--- config.mk ---
export PLATFORM = sky130hd
export DESIGN_NAME = tseg_swap_unit
export DESIGN_NICKNAME = d
export VERILOG_FILES = /design/src/rtl/tseg_pkg.sv /design/src/rtl/tseg_bound_chk.sv /design/src/rtl/tseg_desc_build.sv /design/src/rtl/tseg_swap_unit.sv
export SDC_FILE = /design/constraint.sdc
export NUM_CORES = 2
export LEC_CHECK = 0
export BUFFER_PORTS_ARGS = -buffer_cell sky130_fd_sc_hd__buf_4
export CAP_MARGIN = 15
export CORE_AREA = 2 2 410 412
export DETAILED_ROUTE_END_ITERATION = 7
export DIE_AREA = 0 0 412 414
export PLACE_DENSITY = 0.44
export SLEW_MARGIN = 20
export SYNTH_ARGS = -nofsm -noshare
export SYNTH_HDL_FRONTEND = slang
export SYNTH_SLANG_ARGS = --single-unit
--- constraint.sdc ---
create_clock -name clk -period 9.56 [get_ports clk]
set_input_delay 0.478 -clock clk [delete_from_list [all_inputs] [get_ports clk]]
set_output_delay 0.478 -clock clk [all_outputs]
set_load 0.1 [all_outputs]
--- src/rtl/tseg_pkg.sv ---
package tseg_pkg;

    localparam int ADDR_W = 64;
    localparam int LIM_W  = 32;
    localparam int SEL_W  = 16;
    localparam int NSEG   = 2;

    // Hidden descriptor image, MSB first
    typedef struct packed {
        logic [SEL_W-1:0]  sel;
        logic [ADDR_W-1:0] base;
        logic [LIM_W-1:0]  limit;
        logic [3:0]        typ;
        logic              wr;
        logic              s;
        logic [1:0]        dpl;
        logic              p;
        logic              avl;
        logic              l;
        logic              db;
        logic              g;
        logic              unusable;
    } seg_desc_t;

    localparam int DESC_W = $bits(seg_desc_t);

    // Attribute bits taken from the data segment
    typedef struct packed {
        logic       wr;
        logic [1:0] dpl;
        logic       avl;
        logic       l;
    } ds_attr_t;

endpackage

--- src/rtl/tseg_bound_chk.sv ---
module tseg_bound_chk
    import tseg_pkg::*;
#(
    parameter int VA_BITS   = 48,
    parameter int PAGE_BITS = 12
) (
    input  logic              clk,
    input  logic              rst_n,
    input  logic              mode64_i,
    input  logic [ADDR_W-1:0] encl_base_i,
    input  logic [ADDR_W-1:0] off_i,
    input  logic [LIM_W-1:0]  seg_lim_i,
    input  logic [LIM_W-1:0]  ds_limit_i,
    output logic [ADDR_W-1:0] base_o,
    output logic              fault_o
);

    localparam int HI_W    = ADDR_W - LIM_W;
    localparam int CANON_W = ADDR_W - VA_BITS + 1;

    logic [ADDR_W-1:0]  sum_full;
    logic [LIM_W-1:0]   base_narrow;
    logic [LIM_W:0]     end_wide;
    logic               misaligned;
    logic               wrapped;
    logic               ds_full;
    logic               narrow_bad;
    logic [CANON_W-1:0] canon_top;
    logic               canon_bad;

    always_comb begin
        misaligned  = |off_i[PAGE_BITS-1:0];
        sum_full    = off_i + encl_base_i;
        base_narrow = sum_full[LIM_W-1:0];
        // 33-bit add; the carry marks wrap-around
        end_wide    = {1'b0, base_narrow} + {1'b0, seg_lim_i};
        wrapped     = end_wide[LIM_W];
        ds_full     = &ds_limit_i;
        if (wrapped) begin
            narrow_bad = !ds_full;
        end else begin
            narrow_bad = end_wide[LIM_W-1:0] > ds_limit_i;
        end
        canon_top = sum_full[ADDR_W-1:VA_BITS-1];
        canon_bad = !((&canon_top) || (~|canon_top));
        if (mode64_i) begin
            base_o  = sum_full;
            fault_o = misaligned || canon_bad;
        end else begin
            base_o  = {{HI_W{1'b0}}, base_narrow};
            fault_o = misaligned || narrow_bad;
        end
    end

    // Any misaligned offset must fault
    p_misalign_faults_r2: assert property (@(posedge clk) disable iff (!rst_n)
        (off_i[PAGE_BITS-1:0] != '0) |-> fault_o);

    // 32-bit bases never carry upper bits
    p_narrow_base_r3: assert property (@(posedge clk) disable iff (!rst_n)
        !mode64_i |-> (base_o[ADDR_W-1:LIM_W] == '0));

    // A full 4 GiB DS accepts any aligned 32-bit segment
    p_full_ds_ok_r5: assert property (@(posedge clk) disable iff (!rst_n)
        (!mode64_i && (off_i[PAGE_BITS-1:0] == '0) && (ds_limit_i == '1)) |-> !fault_o);

    // 64-bit check ignores DS limit: an aligned upper-zero base passes
    p_wide_no_ds_r6: assert property (@(posedge clk) disable iff (!rst_n)
        (mode64_i && (off_i[PAGE_BITS-1:0] == '0) && (base_o[ADDR_W-1:VA_BITS-1] == '0)) |-> !fault_o);

endmodule

--- src/rtl/tseg_desc_build.sv ---
module tseg_desc_build
    import tseg_pkg::*;
#(
    parameter logic [SEL_W-1:0] NEW_SEL  = 16'h000B,
    parameter logic [3:0]       NEW_TYPE = 4'b0001
) (
    input  logic [ADDR_W-1:0] base_i,
    input  logic [LIM_W-1:0]  limit_i,
    input  ds_attr_t          ds_i,
    output seg_desc_t         desc_o
);

    always_comb begin
        desc_o          = '0;
        desc_o.sel      = NEW_SEL;
        desc_o.base     = base_i;
        desc_o.limit    = limit_i;
        desc_o.typ      = NEW_TYPE;
        desc_o.wr       = ds_i.wr;
        desc_o.s        = 1'b1;
        desc_o.dpl      = ds_i.dpl;
        desc_o.p        = 1'b1;
        desc_o.avl      = ds_i.avl;
        desc_o.l        = ds_i.l;
        desc_o.db       = 1'b1;
        desc_o.g        = 1'b1;
        desc_o.unusable = 1'b0;
    end

endmodule

--- src/rtl/tseg_swap_unit.sv ---
module tseg_swap_unit
    import tseg_pkg::*;
#(
    parameter int               VA_BITS   = 48,
    parameter int               PAGE_BITS = 12,
    parameter logic [SEL_W-1:0] NEW_SEL   = 16'h000B
) (
    input  logic              clk,
    input  logic              rst_n,
    input  logic              commit_i,
    input  logic              restore_i,
    input  logic              mode64_i,
    input  logic [ADDR_W-1:0] encl_base_i,
    input  logic [ADDR_W-1:0] fs_off_i,
    input  logic [ADDR_W-1:0] gs_off_i,
    input  logic [LIM_W-1:0]  fs_lim_i,
    input  logic [LIM_W-1:0]  gs_lim_i,
    input  logic [LIM_W-1:0]  ds_limit_i,
    input  logic              ds_wr_i,
    input  logic [1:0]        ds_dpl_i,
    input  logic              ds_avl_i,
    input  logic              ds_l_i,
    input  logic [DESC_W-1:0] cur_fs_i,
    input  logic [DESC_W-1:0] cur_gs_i,
    output logic [DESC_W-1:0] fs_o,
    output logic [DESC_W-1:0] gs_o,
    output logic [DESC_W-1:0] fs_save_o,
    output logic [DESC_W-1:0] gs_save_o,
    output logic              fault_o,
    output logic              entered_o
);

    localparam int FS_IDX = 0;
    localparam int GS_IDX = 1;

    typedef struct packed {
        seg_desc_t fs;
        seg_desc_t gs;
        seg_desc_t fs_sv;
        seg_desc_t gs_sv;
        logic      fault;
        logic      entered;
    } unit_state_t;

    unit_state_t st_d, st_q;

    logic [ADDR_W-1:0] off_a   [NSEG];
    logic [LIM_W-1:0]  lim_a   [NSEG];
    logic [ADDR_W-1:0] base_a  [NSEG];
    logic [NSEG-1:0]   seg_flt;
    seg_desc_t         new_a   [NSEG];
    ds_attr_t          ds_attr;
    logic              fault_now;

    always_comb begin
        off_a[FS_IDX] = fs_off_i;
        off_a[GS_IDX] = gs_off_i;
        lim_a[FS_IDX] = fs_lim_i;
        lim_a[GS_IDX] = gs_lim_i;
        ds_attr.wr    = ds_wr_i;
        ds_attr.dpl   = ds_dpl_i;
        ds_attr.avl   = ds_avl_i;
        ds_attr.l     = ds_l_i;
    end

    for (genvar gi = 0; gi < NSEG; gi++) begin : g_seg
        tseg_bound_chk #(
            .VA_BITS   (VA_BITS),
            .PAGE_BITS (PAGE_BITS)
        ) u_chk (
            .clk         (clk),
            .rst_n       (rst_n),
            .mode64_i    (mode64_i),
            .encl_base_i (encl_base_i),
            .off_i       (off_a[gi]),
            .seg_lim_i   (lim_a[gi]),
            .ds_limit_i  (ds_limit_i),
            .base_o      (base_a[gi]),
            .fault_o     (seg_flt[gi])
        );

        tseg_desc_build #(
            .NEW_SEL (NEW_SEL)
        ) u_build (
            .base_i  (base_a[gi]),
            .limit_i (lim_a[gi]),
            .ds_i    (ds_attr),
            .desc_o  (new_a[gi])
        );
    end

    assign fault_now = st_q.entered || (|seg_flt);

    always_comb begin
        st_d = st_q;
        if (commit_i) begin
            if (fault_now) begin
                st_d.fault = 1'b1;
            end else begin
                st_d.fault   = 1'b0;
                st_d.fs_sv   = seg_desc_t'(cur_fs_i);
                st_d.gs_sv   = seg_desc_t'(cur_gs_i);
                st_d.fs      = new_a[FS_IDX];
                st_d.gs      = new_a[GS_IDX];
                st_d.entered = 1'b1;
            end
        end else if (restore_i && st_q.entered) begin
            st_d.fs      = st_q.fs_sv;
            st_d.gs      = st_q.gs_sv;
            st_d.entered = 1'b0;
        end
    end

    always_ff @(posedge clk) begin
        if (!rst_n) begin
            st_q <= '0;
        end else begin
            st_q <= st_d;
        end
    end

    assign fs_o      = st_q.fs;
    assign gs_o      = st_q.gs;
    assign fs_save_o = st_q.fs_sv;
    assign gs_save_o = st_q.gs_sv;
    assign fault_o   = st_q.fault;
    assign entered_o = st_q.entered;

    // Successful commit captures the caller's descriptors
    p_save_taken_r7: assert property (@(posedge clk) disable iff (!rst_n)
        (commit_i && !fault_now) |=>
            (fs_save_o == $past(cur_fs_i)) && (gs_save_o == $past(cur_gs_i)) && entered_o);

    // While swapped, the loaded descriptors carry the fixed attributes
    p_fixed_fields_r8: assert property (@(posedge clk) disable iff (!rst_n)
        entered_o |->
            (st_q.fs.sel == NEW_SEL) && (st_q.gs.sel == NEW_SEL) &&
            (st_q.fs.typ == 4'b0001) && (st_q.gs.typ == 4'b0001) &&
            st_q.fs.s && st_q.fs.g && st_q.fs.db && st_q.fs.p && !st_q.fs.unusable &&
            st_q.gs.s && st_q.gs.g && st_q.gs.db && st_q.gs.p && !st_q.gs.unusable);

    // A faulting commit touches nothing but the flag
    p_fault_no_change_r9: assert property (@(posedge clk) disable iff (!rst_n)
        (commit_i && fault_now) |=>
            fault_o && $stable(fs_o) && $stable(gs_o) &&
            $stable(fs_save_o) && $stable(gs_save_o) && $stable(entered_o));

    // Without any command the whole state is held
    p_idle_hold_r9: assert property (@(posedge clk) disable iff (!rst_n)
        (!commit_i && !restore_i) |=>
            $stable(fs_o) && $stable(gs_o) && $stable(fault_o) && $stable(entered_o));

    // Entering twice is refused
    p_reenter_fault_r10: assert property (@(posedge clk) disable iff (!rst_n)
        (commit_i && entered_o) |=> fault_o);

    // Restore returns the saved pair and ends the swap
    p_restore_back_r11: assert property (@(posedge clk) disable iff (!rst_n)
        (restore_i && !commit_i && entered_o) |=>
            !entered_o && (fs_o == $past(fs_save_o)) && (gs_o == $past(gs_save_o)));

endmodule

Word-level counts from Yosys, hierarchy flattened
Cells that the tools add are included.
- add/sub/neg operators: 4
- $mul: 0
- divide/modulo/power cells: 0
- $lt $le $gt $ge: 2
- equal/unequal tests: 1
- shift operators: 0
- muxes and demuxes: 13
- bitwise operators: 1
- reductions and logical operators: 24
- operators with widths (kind ; number):
    $mux 252 ; 2
    $mux 504 ; 1
    $add 64x64->64 ; 2
    $mux 64 ; 2
    $add 32x32->33 ; 2
    $gt 32x32->1 ; 2
    $reduce_and 17->1 ; 2
    $reduce_or 17->1 ; 2
    $reduce_and 32->1 ; 1
    $reduce_or 12->1 ; 2
    $mux 1 ; 8
    $logic_or 1x1->1 ; 7
    $logic_not 1->1 ; 5
    $reduce_and 2->1 ; 2
    $ne 2x2->1 const B ; 1
    $reduce_bool 2->1 ; 1
    $reduce_or 2->1 ; 1
    $logic_and 1x1->1 ; 1
    $not 1->1 ; 1
- bits in registers: 506
- bits in latches: 0
- memory bits (writable): 0
- bits in read-only memories: 0
- input bits: 550
- output and inout bits: 506
- logic and storage cells: 99
- memories kept: 0

Longest topological paths before layout
- depth in word-level cells: 11
- mapped depth: 38
- gate-level depth less buffers: 35

Hierarchy
Synthesis repeated with hierarchy kept, for this count alone.
- cells, all modules: 4531
- area total of the unflattened synthesis: 34968.5 µm²
- modules (own cells, without submodules) (module ; times used ; cells an instance ; area each (µm²) ; sequential area each (µm²)):
    tseg_swap_unit ; 1 ; 2251 ; 19372.3 ; 10129.7
    tseg_bound_chk at g_seg[0].u_chk ; 1 ; 1028 ; 6980.4 ; 0.0
    tseg_bound_chk at g_seg[1].u_chk ; 1 ; 996 ; 6708.9 ; 0.0
    tseg_desc_build ; 2 ; 128 ; 953.4 ; 0.0

Worst setup path after synthesis
Ideal clock, no wire load.
- kind: input to register
- from: input port encl_base_i[0]
- to: register st_q, in the netlist gs_o[21]
- library setup time: 86 ps
- arrival: 7421 ps
- required time: 9474 ps
- slack: 2053 ps
- stages: 36
- path buffers: 2
- cell sequence: ha_1 fa_1 a211oi_1 o211ai_1 a21boi_0 a31oi_1 o21bai_1 a21oi_1 xnor2_1 ha_1 a21o_1 a211oi_1 nor2_1 a211oi_1 a21oi_1 o2111ai_1 a31oi_1 o21a_1 o21a_1 o21ai_0 nand2b_1 a21oi_1 xnor2_1 ha_1 nand4_1 or2_2 or4_1 o32ai_1 o31ai_1 a221oi_1 nand3b_1 nand2_1 clkbuf_1 clkbuf_1 a211oi_1 a211oi_1
- longest elaborated chain between the ends: 11
- elaborated cells on any way between the ends: 28
- those cells by class: add/sub (4); order compare (2); eq/ne (1); mux (4); reduce/logical (17)
- ends and longest elaborated chain (element ; line ; source):
    start: declaration ; tseg_swap_unit.sv:13 ; input logic [ADDR_W-1:0] encl_base_i,
    branches (longest 7 deep; another with $add 64x64->64) ; - ;
    $reduce_or 2->1 * ; tseg_swap_unit.sv:92 ; assign fault_now = st_q.entered || (|seg_flt);
    $logic_or 1x1->1 * ; tseg_swap_unit.sv:92 ;
    $ne 2x2->1 (no source line) * ; - ;
    $reduce_and 2->1 (no source line) * ; - ;
    end signal: assignment ; tseg_swap_unit.sv:118 ; st_q <= st_d;
    end: declaration ; tseg_swap_unit.sv:45 ; unit_state_t st_d, st_q;
Every way passes the cells marked *.
A chain may end at the register's enable or synchronous reset.

Final worst setup path
- from: input port encl_base_i[0]
- to: register st_q, in the netlist fs_o[82]
- longest elaborated chain between the ends: 11
- elaborated cells on any way between the ends: 31
- those cells by class: add/sub (4); order compare (2); eq/ne (1); mux (7); reduce/logical (17)
- ends and longest elaborated chain (element):
    branches (longest 11 deep; another with $add 64x64->64)
Several ways; the timed one is not identified. The select of a mux whose other input is x is not followed.

==> impl_metrics.ini <==
[floorplanning]
dieWidth_um = 412
row_count = 150
start_util = 0.2042
core-area_um2 = 166300
die_y_um = 414
die-area_um2 = 170600
ioPinCount = 1056

[logic_synthesis]
synthCells = 4301
synth.distinct_cells = 84
synth_top_area_frac = 0.2984
netlist_area_um2 = 33950
async_flop_share = 0
synth_top_cell_by_area = dfxtp_1
ys_ff_latch = 506
ys_seq_area_frac = 0.2984
ys.flop_type = dfxtp_1
synth_common_cells = nand2_1 (912), dfxtp_1 (506), mux2i_1 (280), a211oi_1 (261), ha_1 (258)
synth_most_common_cell = nand2_1
syn_nets = 5113
yosys-top-cells-area = dfxtp_1 (30%), nand2_1 (10%), ha_1 (9.5%), mux2i_1 (8.3%), a211oi_1 (5.8%)
yosys_warnings = 0
synth_edf_count = 0
avgSynthCellArea_um2 = 7.893

[power]
power_density_nw_per_um2 = 147.4
power.total_mw = 7.015
ir_drop_mv = 0.1145
p_leak_nw = 22.22

[timing]
maxSlewViolCount = 0
setup_viol = 0
fin_skew_ps = 54.93
fmax_ghz = 0.1106
relSlewSlack = 0.2600
period_minus_slack_ps = 9039
setup_tns_ps = 0
grt_setup_unrepaired = no
tightest_slew_ps = 1093
min_period_over_period = 0.9455
hold_viol_final = 0
whs_ps = 67.16

[cts]
root_buffer = clkbuf_16
cts_sinks = 506
htree_levels = 3
cts_buffers = 68
clk_pin_slew_ps = 60
clock_latency_ps = 690
post_cts_buffers = 0
cts_tree = built
cts_buffer_depth = 3

[setup_path]
crit_type = input pin to register
endpoint_kind = register
path_max_fanout = 53
cp.required_ps = 10030
cp_num_buf_inv = 2
cpMaxStageDelayCell = nor4_1
path_delay_family = compound AO/OA/AOI/OAI gates
slowest_delay_ps = 700
worstPathArrival_ps = 9510
critPathLaunchType = input pin

[routing]
drt-initial-drc-count = 3346
post_drt_wl_per_cell_um = 27.97
dr.pass1.iters = 6
routed_wl_mm = 211.8
vias_per_cell = 5.017
vias = 38000
drcViolationCount = 0
antenna_left = 0

[job]
cap_violations = 0

[final_layout]
seqCellArea_um2 = 10130
multi_input_area_um2 = 22240
layout.cells.non_filler = 7574
nets = 6117
drive_gt1_frac = 0.2342
area_delta_synth_final_pct = 40.17
fin_area_um2 = 47590
fillerInstances = 18160

[status]
status = completed

[placement]
dpl_cell_area_um2 = 44140
placed_cells = 7321
dp_hpwl_mm = 171.7
gp_congestion = 0.9423
io_buffer_count = 1055

[global_route]
grt_pass1_wl_mm = 289.5
antenna_found_initial = 47
overflow = 0
grt_start_max_net_pins = 177
grt_pass1_vias = 36200
grt_usage = 0.2360

[hold_path]
min_path_type = input pin to register
[routing by layer]
layer / track usage / part of all wire
met1: 0.3010 / 0.43
met3: 0.04749 / 0.064
met2: 0.3927 / 0.47
met5: 0 / 0.00078
met4: 0.08171 / 0.036
[power by group]
part,total (mW),internal (mW),switching [mW]
sequential,2.11,2.11,0.000173
clock,2.62,1.48,1.14
combinational,2.29,0.915,1.37
total,7.01,4.50,2.51
[layout by cell type (no fill, tap or decap), drive strengths merged, types with 32 or more instances in the layout]
cell and count:
buf 1114, nand2 912, dfxtp 506, mux2i 280, a211oi 261, ha 258, a21oi 256, nor2 159
o21ai 138, inv 130, dlygate4sd3 117, a22oi 116, xnor2 114, clkbuf 97, a21o 94, nand4 87
a31oi 75, nand3 67, o211ai 62, and3 53, xor2 47, nor3 46, o21a 32
[timing repair]
| action | CTS | global route |
|---|---|---|
| gates resized for setup | 0 | 1 |
| setup endpoints to repair | 0 | 8 |
| hold buffers | 117 | 0 |
| endpoints found under the hold margin | 117 | 0 |
[final timing paths]
kind	startpoint	to	slack (ps)	cells after the start
max	encl_base_i[0]	fs_o[82]	520	33
min	cur_gs_i[94]	gs_save_o[94]	70	3
max reg2reg	entered_o	fs_o[91]	6020	10
min reg2reg	gs_o[9]	gs_o[9]	460	2
[through the flow]
| stage | setup slack, ps | util |
|---|---|---|
| final | 520.8 | 0.2862 |
| after global routing | 63.90 | 0.2860 |
| after global placement | -76.84 | 0.2653 |
| after floorplan | 2053 | - |
| after CTS | 596.1 | 0.2857 |
| after detailed placement | -102.9 | 0.2654 |
[worst register-to-register path, cell delays in order, from the launching register on]
cell and delay [ps]:
dfxtp_1 390, nor4_1 320, nand4_1 120, nor2_1 240, buf_4 240, nand2_1 430
a21oi_4 420, buf_12 470, a21oi_4 160, buf_4 280, a221oi_1 320
[layout make-up]
type,instances,area share
Multi-Input combinational cell,3371,0.4674
Sequential cell,506,0.2129
Timing Repair Buffer,1231,0.2040
Tap cell,2204,0.05795
Clock buffer,97,0.03973
Inverter,127,0.01028
Clock inverter,18,0.006652
Antenna cell,20,0.001052
[cells by family after synthesis]
kind of cell | count (synthesis) | share of synthesized area
AO/OA/AOI/OAI | 1212 | 0.2424
multiplexers | 280 | 0.08256
buffers and inverters | 424 | 0.04983
flip-flops | 506 | 0.2984
XOR/XNOR | 161 | 0.04154
adder cells (fa/ha/maj) | 262 | 0.09745
AND/OR/NAND/NOR | 1456 | 0.1878
[state kept, by name (all words and copies together) (netlist names)]
signal,cells
fault_o,1
fs_save_o,126
fs_o,126
entered_o,1
gs_save_o,126
gs_o,126
Note: power is estimated with default switching activity, not from simulation.
